**config.mk**
```make
export PLATFORM = sky130hd
export DESIGN_NAME = slpseq_top
export DESIGN_NICKNAME = d
export VERILOG_FILES = /design/src/rtl/slpseq_pkg.sv /design/src/rtl/slpseq_tick.sv /design/src/rtl/slpseq_stamp.sv /design/src/rtl/slpseq_fsm.sv /design/src/rtl/slpseq_irq.sv /design/src/rtl/slpseq_top.sv
export SDC_FILE = /design/constraint.sdc
export NUM_CORES = 1
export LEC_CHECK = 0
export BUFFER_PORTS_ARGS = -buffer_cell sky130_fd_sc_hd__buf_2
export CAP_MARGIN = 20
export CORE_MARGIN = 2
export CORE_UTILIZATION = 45
export DETAILED_ROUTE_END_ITERATION = 8
export PLACE_DENSITY = 0.68
export SYNTH_ARGS = -nofsm -noshare
export SYNTH_HDL_FRONTEND = slang
export SYNTH_SLANG_ARGS = --single-unit
```
**constraint.sdc**
```tcl
create_clock -name clk -period 2.3 [get_ports clk]
set_input_delay 0.69 -clock clk [delete_from_list [all_inputs] [get_ports clk]]
set_output_delay 0.69 -clock clk [all_outputs]
set_load 0.05 [all_outputs]
```
**src/rtl/slpseq_pkg.sv**
```systemverilog
// Shared types for the sleep interval power sequencer.
// Assumes: the three states are encoded in two bits.
package slpseq_pkg;

    typedef enum logic [1:0] {
        ST_AWAKE = 2'd0,
        ST_SLEEP = 2'd1,
        ST_WARM  = 2'd2
    } pwr_state_e;

    localparam int STAT_W      = 8;
    localparam int STAT_REQ    = 5;
    localparam int STAT_WAKE   = 4;

endpackage

```
**src/rtl/slpseq_tick.sv**
```systemverilog
// Synchronises the slow timebase into the fast domain and emits a
// one-cycle tick per slow rising edge.
// Assumes: the slow input stays stable for at least two fast clocks.
module slpseq_tick (
    input  logic clk,
    input  logic rst_n,
    input  logic slow_in,
    output logic tick
);
    logic [2:0] sh;

    // Two synchroniser flops plus one history flop for edge detection.
    always_ff @(posedge clk) begin
        if (!rst_n) sh <= '0;
        else        sh <= {sh[1:0], slow_in};
    end

    assign tick = sh[1] & ~sh[2];
endmodule

```
**src/rtl/slpseq_stamp.sv**
```systemverilog
// Free-running timestamp of slow ticks.
// Assumes: only the hard reset clears it; soft resets are not wired here.
module slpseq_stamp #(
    parameter int TS_W = 24
) (
    input  logic            clk,
    input  logic            rst_n,
    input  logic            tick,
    output logic [TS_W-1:0] ts
);
    // Count every slow tick, wrapping at the counter width.
    always_ff @(posedge clk) begin
        if (!rst_n)    ts <= '0;
        else if (tick) ts <= ts + 1'b1;
    end
endmodule

```
**src/rtl/slpseq_fsm.sv**
```systemverilog
// Power state machine with sleep-length and warm-up counters.
// Assumes: tick is a one-cycle pulse; sleep_cmd is a one-cycle pulse.
module slpseq_fsm
    import slpseq_pkg::*;
#(
    parameter int LEN_W  = 23,
    parameter int WARM_W = 4
) (
    input  logic              clk,
    input  logic              rst_n,
    input  logic              soft_rst,
    input  logic              tick,
    input  logic              sleep_cmd,
    input  logic              dis_pd,
    input  logic [LEN_W-1:0]  len_val,
    input  logic [WARM_W-1:0] warm_val,
    output pwr_state_e        state,
    output logic              wake_evt
);
    logic [LEN_W-1:0]  len_cnt;
    logic [WARM_W-1:0] warm_cnt;
    logic              dis_q;
    logic              dis_rise;

    assign dis_rise = dis_pd & ~dis_q;

    // Remember the previous disable level for rise detection.
    always_ff @(posedge clk) begin
        if (!rst_n || soft_rst) dis_q <= 1'b0;
        else                    dis_q <= dis_pd;
    end

    // State transitions and interval counting.
    always_ff @(posedge clk) begin
        if (!rst_n || soft_rst) begin
            state    <= ST_AWAKE;
            len_cnt  <= '0;
            warm_cnt <= '0;
            wake_evt <= 1'b0;
        end else begin
            wake_evt <= 1'b0;
            unique case (state)
                ST_AWAKE: begin
                    if (sleep_cmd && !dis_pd) begin
                        state   <= ST_SLEEP;
                        len_cnt <= len_val;
                    end
                end
                ST_SLEEP: begin
                    if (dis_rise) begin
                        state <= ST_AWAKE;
                    end else if (tick) begin
                        if (len_cnt <= LEN_W'(1)) begin
                            state    <= ST_WARM;
                            warm_cnt <= warm_val;
                        end else begin
                            len_cnt <= len_cnt - 1'b1;
                        end
                    end
                end
                ST_WARM: begin
                    if (dis_rise) begin
                        state <= ST_AWAKE;
                    end else if (warm_cnt == '0) begin
                        state    <= ST_AWAKE;
                        wake_evt <= 1'b1;
                    end else if (tick) begin
                        warm_cnt <= warm_cnt - 1'b1;
                    end
                end
                default: state <= ST_AWAKE;
            endcase
        end
    end
endmodule

```
**src/rtl/slpseq_irq.sv**
```systemverilog
// Interrupt status toward the embedded controller, write-one-to-clear.
// Assumes: a set event and a clear in the same cycle leave the bit set.
module slpseq_irq
    import slpseq_pkg::*;
(
    input  logic              clk,
    input  logic              rst_n,
    input  logic              soft_rst,
    input  logic              req_set,
    input  logic              wake_set,
    input  logic [STAT_W-1:0] ack,
    output logic [STAT_W-1:0] status,
    output logic              irq
);
    logic [STAT_W-1:0] set_vec;

    // Place each event at its status bit position.
    always_comb begin
        set_vec            = '0;
        set_vec[STAT_REQ]  = req_set;
        set_vec[STAT_WAKE] = wake_set;
    end

    // Sticky status bits with acknowledge clear.
    always_ff @(posedge clk) begin
        if (!rst_n || soft_rst) status <= '0;
        else                    status <= (status & ~ack) | set_vec;
    end

    assign irq = |status;
endmodule

```
**src/rtl/slpseq_top.sv**
```systemverilog
// Sleep interval power sequencer top level.
// Assumes: all register-field inputs are already in the fast domain;
// only slow_clk_in is asynchronous.
module slpseq_top
    import slpseq_pkg::*;
#(
    parameter int LEN_W  = 23,
    parameter int WARM_W = 4,
    parameter int TS_W   = 24,
    localparam int HI_W  = LEN_W - 16
) (
    input  logic              clk,
    input  logic              rst_n,
    input  logic              soft_rst,
    input  logic              slow_clk_in,
    input  logic [7:0]        len_lo,
    input  logic [7:0]        len_mid,
    input  logic [HI_W-1:0]   len_hi,
    input  logic [WARM_W-1:0] warm_len,
    input  logic              dis_pd,
    input  logic              host_req_wr,
    input  logic              sleep_cmd,
    input  logic [STAT_W-1:0] ec_ack,
    input  logic              restrict_mode,
    output logic              pd_flag,
    output logic              fast_clk_en,
    output logic              reg_lock,
    output logic [STAT_W-1:0] ec_status,
    output logic              ec_irq,
    output logic [TS_W-1:0]   ts_count
);
    logic       tick;
    logic       wake_evt;
    pwr_state_e state;

    slpseq_tick u_tick (
        .clk     (clk),
        .rst_n   (rst_n),
        .slow_in (slow_clk_in),
        .tick    (tick)
    );

    slpseq_stamp #(.TS_W(TS_W)) u_stamp (
        .clk   (clk),
        .rst_n (rst_n),
        .tick  (tick),
        .ts    (ts_count)
    );

    slpseq_fsm #(.LEN_W(LEN_W), .WARM_W(WARM_W)) u_fsm (
        .clk       (clk),
        .rst_n     (rst_n),
        .soft_rst  (soft_rst),
        .tick      (tick),
        .sleep_cmd (sleep_cmd),
        .dis_pd    (dis_pd),
        .len_val   ({len_hi, len_mid, len_lo}),
        .warm_val  (warm_len),
        .state     (state),
        .wake_evt  (wake_evt)
    );

    slpseq_irq u_irq (
        .clk      (clk),
        .rst_n    (rst_n),
        .soft_rst (soft_rst),
        .req_set  (host_req_wr),
        .wake_set (wake_evt),
        .ack      (ec_ack),
        .status   (ec_status),
        .irq      (ec_irq)
    );

    assign pd_flag     = (state != ST_AWAKE);
    assign fast_clk_en = (state != ST_SLEEP);
    assign reg_lock    = pd_flag & restrict_mode;
endmodule

```
==> metrics.csv, run 1 <==
stage,metric,value,unit
critical_path,CP Data Arrival Time,1480,ps
timing,Final Hold Vio Count,0,
critical_path,CP Cell Sequence,inv_1 > ha_2 > buf_4 > inv_1 > buf_6,
place,HPWL after DPL,7070,µm
flow_run,max-cap violations,0,
synth,synthesized area,3720,µm²
power,Cell Int Power,0.00191,W
synth,Yosys cell types,61,
route,met1 wire length,4340,µm
route,DR WL met2,4310,µm
power,Comb power frac,18.6,%
timing,Max Transition Viols Final,0,
route,Wirelength per Cell,15.2,µm
timing,Peak Freq,461,MHz
route,metal3 WL,847,µm
route,drc violations,0,
critical_path,"Largest stage delay, worst path",360,ps
power,Clock power frac,36.8,%
route,number of vias per cell,5.76,
synth,Mapped Cells,446,
timing,post-layout min period,2170,ps
place,port buffer count,78,
outcome,run status,"complete, no violations",
critical_path,CP dominant cell by count,inv_1,
clock_tree,clk slew on worst S/H paths,70,ps
die,Die H,94.9,µm
route,highest routed layer,met4,
synth,largest cells by area after synthesis,"dfxtp_1, and2_1, a21oi_1",
power,Seq pwr share,44.6,%
grt,initial antenna violation count,0,
clock_tree,hold buffers post-CTS,0,
clock_tree,H-tree Lvls,3,
route,WL final,9750,µm
timing,setup TNS,0,ps
synth,Post-Syn Nets,496,
clock_tree,Post-CTS Setup Inserts,0,
grt,largest net degree at the start of global routing,33,
hold_path,Min-Delay Path Class,reg2reg,
synth,asr flop ratio synth,0,%
route,Routed Antenna Nets,0,
power,switching power total,0.000739,W
power,P_leak,1.88,nW
grt,grt ovf,0,
synth,share of the yosys chip area belonging to registers,35.5,%
synth,"area leader, netlist",dfxtp_1,
synth,number of synthesized flops with an enable pin,0,
synth,Synth Warn #,0,
clock_tree,CTS Buf Count,9,
synth,"Top FF cell, synth",dfxtp_1,
timing,unrepaired setup endpoints after global routing,no,
final_layout,"Core Util, Final",55.2,%
critical_path,critical path startpoint category,flop,
die,Initial Util,45.7,%
die,die width,94.9,µm
synth,most frequent cell after synthesis,dfxtp_1,
grt,GRT Util Overall,22.1,%
power,Net Sw Frac,27.9,%
route,DRT iter0 DRCs,229,
final_layout,share of cells above drive strength 1,23.9,%
final_layout,Area growth syn-to-layout,20.7,%
synth,area share of the largest cell type after synthesis,35.5,%
die,# rows,33,
synth,number of synthesized register bits,66,
critical_path,Setup Crit Path Kind,reg2out,
final_layout,area of the multi-input gates,2200,µm²
final_layout,fin nets,582,
clock_tree,clk root buf,clkbuf_8,
critical_path,Worst Path Max Fanout,6,
die,die footprint,9010,µm²
critical_path,CP max stage cell,dfxtp_1,
timing,fin crit share,94.3,%
die,Boundary Pins,79,
route,via count,3685,
timing,clk_skew,8.76,ps
place,GPL Wtd Cong,0.929,
final_layout,Fillers,757,
timing,Finish-stage setup viols,0,
final_layout,FF/Latch Area,1320,µm²
clock_tree,"Clk Latency, worst-skew pair",340,ps
power,pwr dens,589,nW/µm²
clock_tree,Num Clock Sinks,66,
synth,syn avg cell area,8.34,µm²
clock_tree,clock buffer depth,2,
critical_path,Setup crit end kind,output port,
timing,worst relative slew slack,62.1,%
grt,vias in the first global route,3346,
timing,Worst Tran Pin Value,568,ps
grt,first-pass GRT wire length,15800,µm
critical_path,worst endpoint required time,1610,ps
route,Detailed Routing Iterations Pass 1,5,
final_layout,number of inserted diodes,0,
die,core area,8130,µm²
power,Peak VDD IR,308,µV
synth,Synth top cells by count,"dfxtp_1, nor2_1, nand2_1, a21oi_1, and2_1",
clock_tree,TritonCTS clock tree,yes,
power groups by stage:
stage | Clock (W) | Sequential [W] | Combinational, W
3_3_place_gp | 0 | 0.00120 | 0.000477
6_report | 0.000974 | 0.00118 | 0.000491
5_1_grt | 0.00104 | 0.00118 | 0.000535
4_1_cts | 0.000993 | 0.00118 | 0.000482
2_1_floorplan | 0 | 0.00121 | 0.000318
3_5_place_dp | 0 | 0.00120 | 0.000478
worst max-delay path, delay by kind of cell, from the launching register on:
| kind | cells | cell delay (ps) |
|---|---|---|
| buffers and inverters | 4 | 550 |
| adders and majority gates | 1 | 230 |
| DFF | 1 | 360 |
layout make-up:
class	count	share of cell area, %
Tap cell	105	2.93
Clock buffer	11	3.37
Inverter	15	1.25
Timing Repair Buffer	101	13.0
Clock inverter	3	0.892
Multi-Input combinational cell	339	49.1
Sequential cell	66	29.4
sequential cells by signal, indices dropped and copies added (netlist names):
| register | count |
|---|---|
| u_fsm.len_cnt | 23 |
| u_fsm.dis_q | 1 |
| u_irq.status | 8 |
| u_fsm.wake_evt | 1 |
| u_fsm.warm_cnt | 4 |
| u_stamp.ts | 24 |
| u_fsm.state | 2 |
| u_tick.sh | 3 |
cells in the final DEF (no fill, tap or decap), drive strengths merged, types with 3 or more instances in the layout:
master / synthesis / layout
dfxtp: 66 / 66
ha: 7 / 7
or3: 12 / 12
mux2i: 6 / 6
a2bb2oi: 3 / 3
o32ai: 7 / 7
a21boi: 6 / 6
a31oi: 7 / 7
o2111ai: 3 / 3
and4: 3 / 3
and3: 11 / 11
and2: 25 / 25
buf: 4 / 101
nor4: 10 / 10
nand2: 29 / 29
inv: 15 / 15
o31ai: 9 / 9
a21oi: 26 / 26
nor2b: 9 / 9
nor3b: 10 / 10
nor2: 32 / 32
o2bb2ai: 3 / 3
a211oi: 4 / 4
nor3: 17 / 17
o21ai: 13 / 13
o211ai: 6 / 6
o22ai: 3 / 3
nand2b: 6 / 6
o311ai: 3 / 3
nand4: 10 / 10
xor2: 9 / 9
a22oi: 3 / 3
nand3: 17 / 17
clkbuf: 22 / 11
xnor2: 10 / 10
per-layer routing:
| layer | vias to the layer above | global-route usage (%) |
|---|---|---|
| met5 | - | 0 |
| met4 | 0 | 9.06 |
| met3 | 25 | 5.67 |
| met2 | 157 | 34.4 |
| met1 | 1693 | 29.2 |
| li1 | 1810 | - |
kinds of logic (layout without fill, tap and decap cells):
group,after synthesis,count (layout),synth area share [%]
xor gates and xnor gates,19,19,4.47
adders and majority gates,7,7,2.35
and+or+nand+nor,198,198,29.8
AOI/OAI and AO/OA,109,109,20.6
buffers and inverters,41,130,5.62
DFF,66,66,35.5
muxes,6,6,1.61
path summary, 6_finish.rpt:
kind	from	end	slack (ps)	cells past startpoint
max reg2reg	u_fsm.len_cnt[10]	u_fsm.state[1]	200	6
min reg2reg	u_tick.sh[0]	u_tick.sh[1]	430	1
min	u_tick.sh[0]	u_tick.sh[1]	430	1
max	u_fsm.state[0]	pd_flag	130	5
what timing repair did:
item,in CTS,in global routing
resized for setup,1,7
pin swaps,0,0
endpoints found under the setup margin,1,10
per-stage QoR:
stage | setup WS (ps) | hold slack (ps) | area (µm²) | cells | total power (W)
detailed placement | 117 | 426 | 4270 | 626 | 0.00168
global route | 35.1 | 456 | 4490 | 640 | 0.00276
finish | 130 | 435 | 4490 | 640 | 0.00264
CTS | 13.9 | 443 | 4470 | 640 | 0.00265
floorplan | 183 | 412 | 3720 | 446 | 0.00153
global placement | 181 | 423 | 4270 | 626 | 0.00168
Power figures use the tool's default switching activity.
==> run 2: changes to the inputs <==
Settings changed: PLACE_DENSITY 0.68 to 0.73.
==> metrics.csv, run 2 (synthesis gave the netlist of run 1 again) <==
stage,metric,value,unit,change
outcome,run status,"complete, no violations",,
power,pwr dens,594,nW/µm²,+0.86%
clock_tree,CTS Buf Count,9,,unchanged
place,port buffer count,78,,unchanged
final_layout,Biggest register,u_stamp.ts,,
timing,Worst Tran Pin Value,506,ps,-62.1 ps
die,core area,8130,µm²,unchanged
place,HPWL after DPL,7200,µm,+1.9%
hold_path,worst hold path depth,1,,unchanged
route,drc violations,0,,unchanged
grt,vias in the first global route,3475,,+3.9%
critical_path,Setup Crit Path Kind,reg2out,,
hold_path,hold path endpoint,u_tick.sh[1],,
flow_run,max-cap violations,0,,unchanged
clock_tree,"Clk Latency, worst-skew pair",340,ps,about the same
grt,largest net degree at the start of global routing,28,,-15%
clock_tree,TritonCTS clock tree,yes,,
critical_path,internal reg-to-reg setup slack,230,ps,+30 ps
timing,unrepaired setup endpoints after global routing,no,,
grt,first-pass GRT wire length,16300,µm,+3.1%
route,Wirelength per Cell,15.4,µm,+1.3%
die,Boundary Pins,79,,unchanged
route,Detailed Routing Iterations Pass 1,4,,-1
clock_tree,Post-CTS Setup Inserts,0,,unchanged
die,# rows,33,,unchanged
final_layout,share of cells above drive strength 1,24.1,%,+0.14 points
clock_tree,clock buffer depth,2,,unchanged
timing,worst relative slew slack,66.2,%,+4.1 points
critical_path,Setup crit end kind,output port,,
route,via count,3672,,-0.35%
route,WL final,9890,µm,+1.5%
hold_path,Min-Delay Path Class,reg2reg,,
final_layout,"commonest non-fill, non-tap cell in the layout",buf_2,,
critical_path,r2r startpoint,u_fsm.len_cnt[10],,
timing,clk_skew,13.2,ps,+4.40 ps
clock_tree,post-CTS sizing,0,,-1
die,Initial Util,45.7,%,unchanged
die,Die H,94.9,µm,unchanged
grt,GRT Util Overall,22.8,%,+0.71 points
power,Pwr Total,0.00268,W,+1.4%
clock_tree,clk root buf,clkbuf_8,,
clock_tree,clk slew on worst S/H paths,70,ps,about the same
critical_path,CP Data Arrival Time,1480,ps,about the same
timing,Peak Freq,461,MHz,about the same
place,GPL Wtd Cong,0.901,,-3.0%
final_layout,"commonest non-fill, non-tap cells in the layout","buf_2, dfxtp_1, nor2_1, nand2_1, a21oi_1",,
final_layout,fin nets,581,,-0.17%
critical_path,Worst Path Max Fanout,9,,+3
final_layout,"Core Util, Final",55.5,%,+0.29 points
timing,Max Transition Viols Final,0,,unchanged
final_layout,Area growth syn-to-layout,21.3,%,
timing,post-layout min period,2170,ps,-1.65 ps
clock_tree,H-tree Lvls,3,,unchanged
final_layout,biggest regs,"u_stamp.ts x24, u_fsm.len_cnt x23, u_irq.status x8",,
die,die footprint,9010,µm²,unchanged
die,die width,94.9,µm,unchanged
clock_tree,Num Clock Sinks,66,,unchanged
clock_tree,hold buffers post-CTS,0,,unchanged
critical_path,critical path startpoint category,flop,,
grt,initial antenna violation count,0,,unchanged
critical_path,worst endpoint required time,1610,ps,about the same
critical_path,Worst R2R Path Depth,5,,-1
hold_path,min-delay src,u_tick.sh[0],,
final_layout,number of inserted diodes,0,,unchanged
timing,fin crit share,94.3,%,about the same
route,number of vias per cell,5.73,,-0.51%
timing,setup TNS,0,ps,unchanged
power,Peak VDD IR,264,µV,-14%
route,DRT iter0 DRCs,261,,+14%
power,P_leak,1.88,nW,+0.12%
critical_path,Worst R2R End,u_fsm.warm_cnt[1],,
route,Routed Antenna Nets,0,,unchanged
timing,Finish-stage setup viols,0,,unchanged
final_layout,max reg flops,24,,unchanged
timing,Final Hold Vio Count,0,,unchanged
grt,grt ovf,0,,unchanged
## run 2: layout make-up
cell class / instances / area, µm²
Inverter: 15 / 56.3
Tap cell: 105 / 131
Multi-Input combinational cell: 339 / 2230
Sequential cell: 66 / 1320
Fill cell: 781 / 3620
Timing Repair Buffer: 100 / 571
Clock inverter: 4 / 50.0
Clock buffer: 12 / 155
## run 2: routing by layer
layer | part of all wire, % | routed length, µm | vias to the layer above | GRT usage [%]
met3 | 7.4 | 733 | 15 | 5.43
met5 | 0 | 0 | - | 0
met1 | 45 | 4440 | 1709 | 29.6
li1 | - | - | 1813 | -
met4 | 1.7 | 165 | 0 | 7.85
met2 | 46 | 4540 | 135 | 37.2
## run 2: report_power, final
| group | switching, W | internal (W) | leakage [nW] | total (W) |
|---|---|---|---|---|
| clock network | 0.000444 | 0.000558 | 0.0986 | 0.00100 |
| registers | 0.0000208 | 0.00116 | 0.534 | 0.00118 |
| logic | 0.000292 | 0.000206 | 1.25 | 0.000498 |
| total | 0.000756 | 0.00193 | 1.88 | 0.00268 |
## run 2: critical path, stage by stage (launching register included)
cell,delay [ps]
dfxtp_1,370
inv_1,90
ha_2,260
inv_1,160
clkbuf_4,260
## run 2: how the worst max path moves through the flow
stage                       from                end  slack [ps]  cells after the start
2_1_floorplan     u_fsm.state[0]           reg_lock         180                      4
6_report          u_fsm.state[0]            pd_flag         130                      4
5_1_grt        u_fsm.len_cnt[10]  u_fsm.warm_cnt[1]          30                      5
3_3_place_gp              dis_pd  u_fsm.warm_cnt[1]         190                      6
4_1_cts           u_fsm.state[0]            pd_flag          40                      4
3_5_place_dp              dis_pd   u_fsm.len_cnt[9]         110                      6
## run 2: per-stage QoR
stage / cell area (µm²) / worst slack, ps / cells / hold WS [ps]
2_1_floorplan: 3720 / 183 / 446 / 412
3_3_place_gp: 4270 / 191 / 625 / 428
3_5_place_dp: 4270 / 107 / 625 / 433
4_1_cts: 4470 / 44.9 / 641 / 449
5_1_grt: 4510 / 28.1 / 641 / 463
6_report: 4510 / 132 / 641 / 440
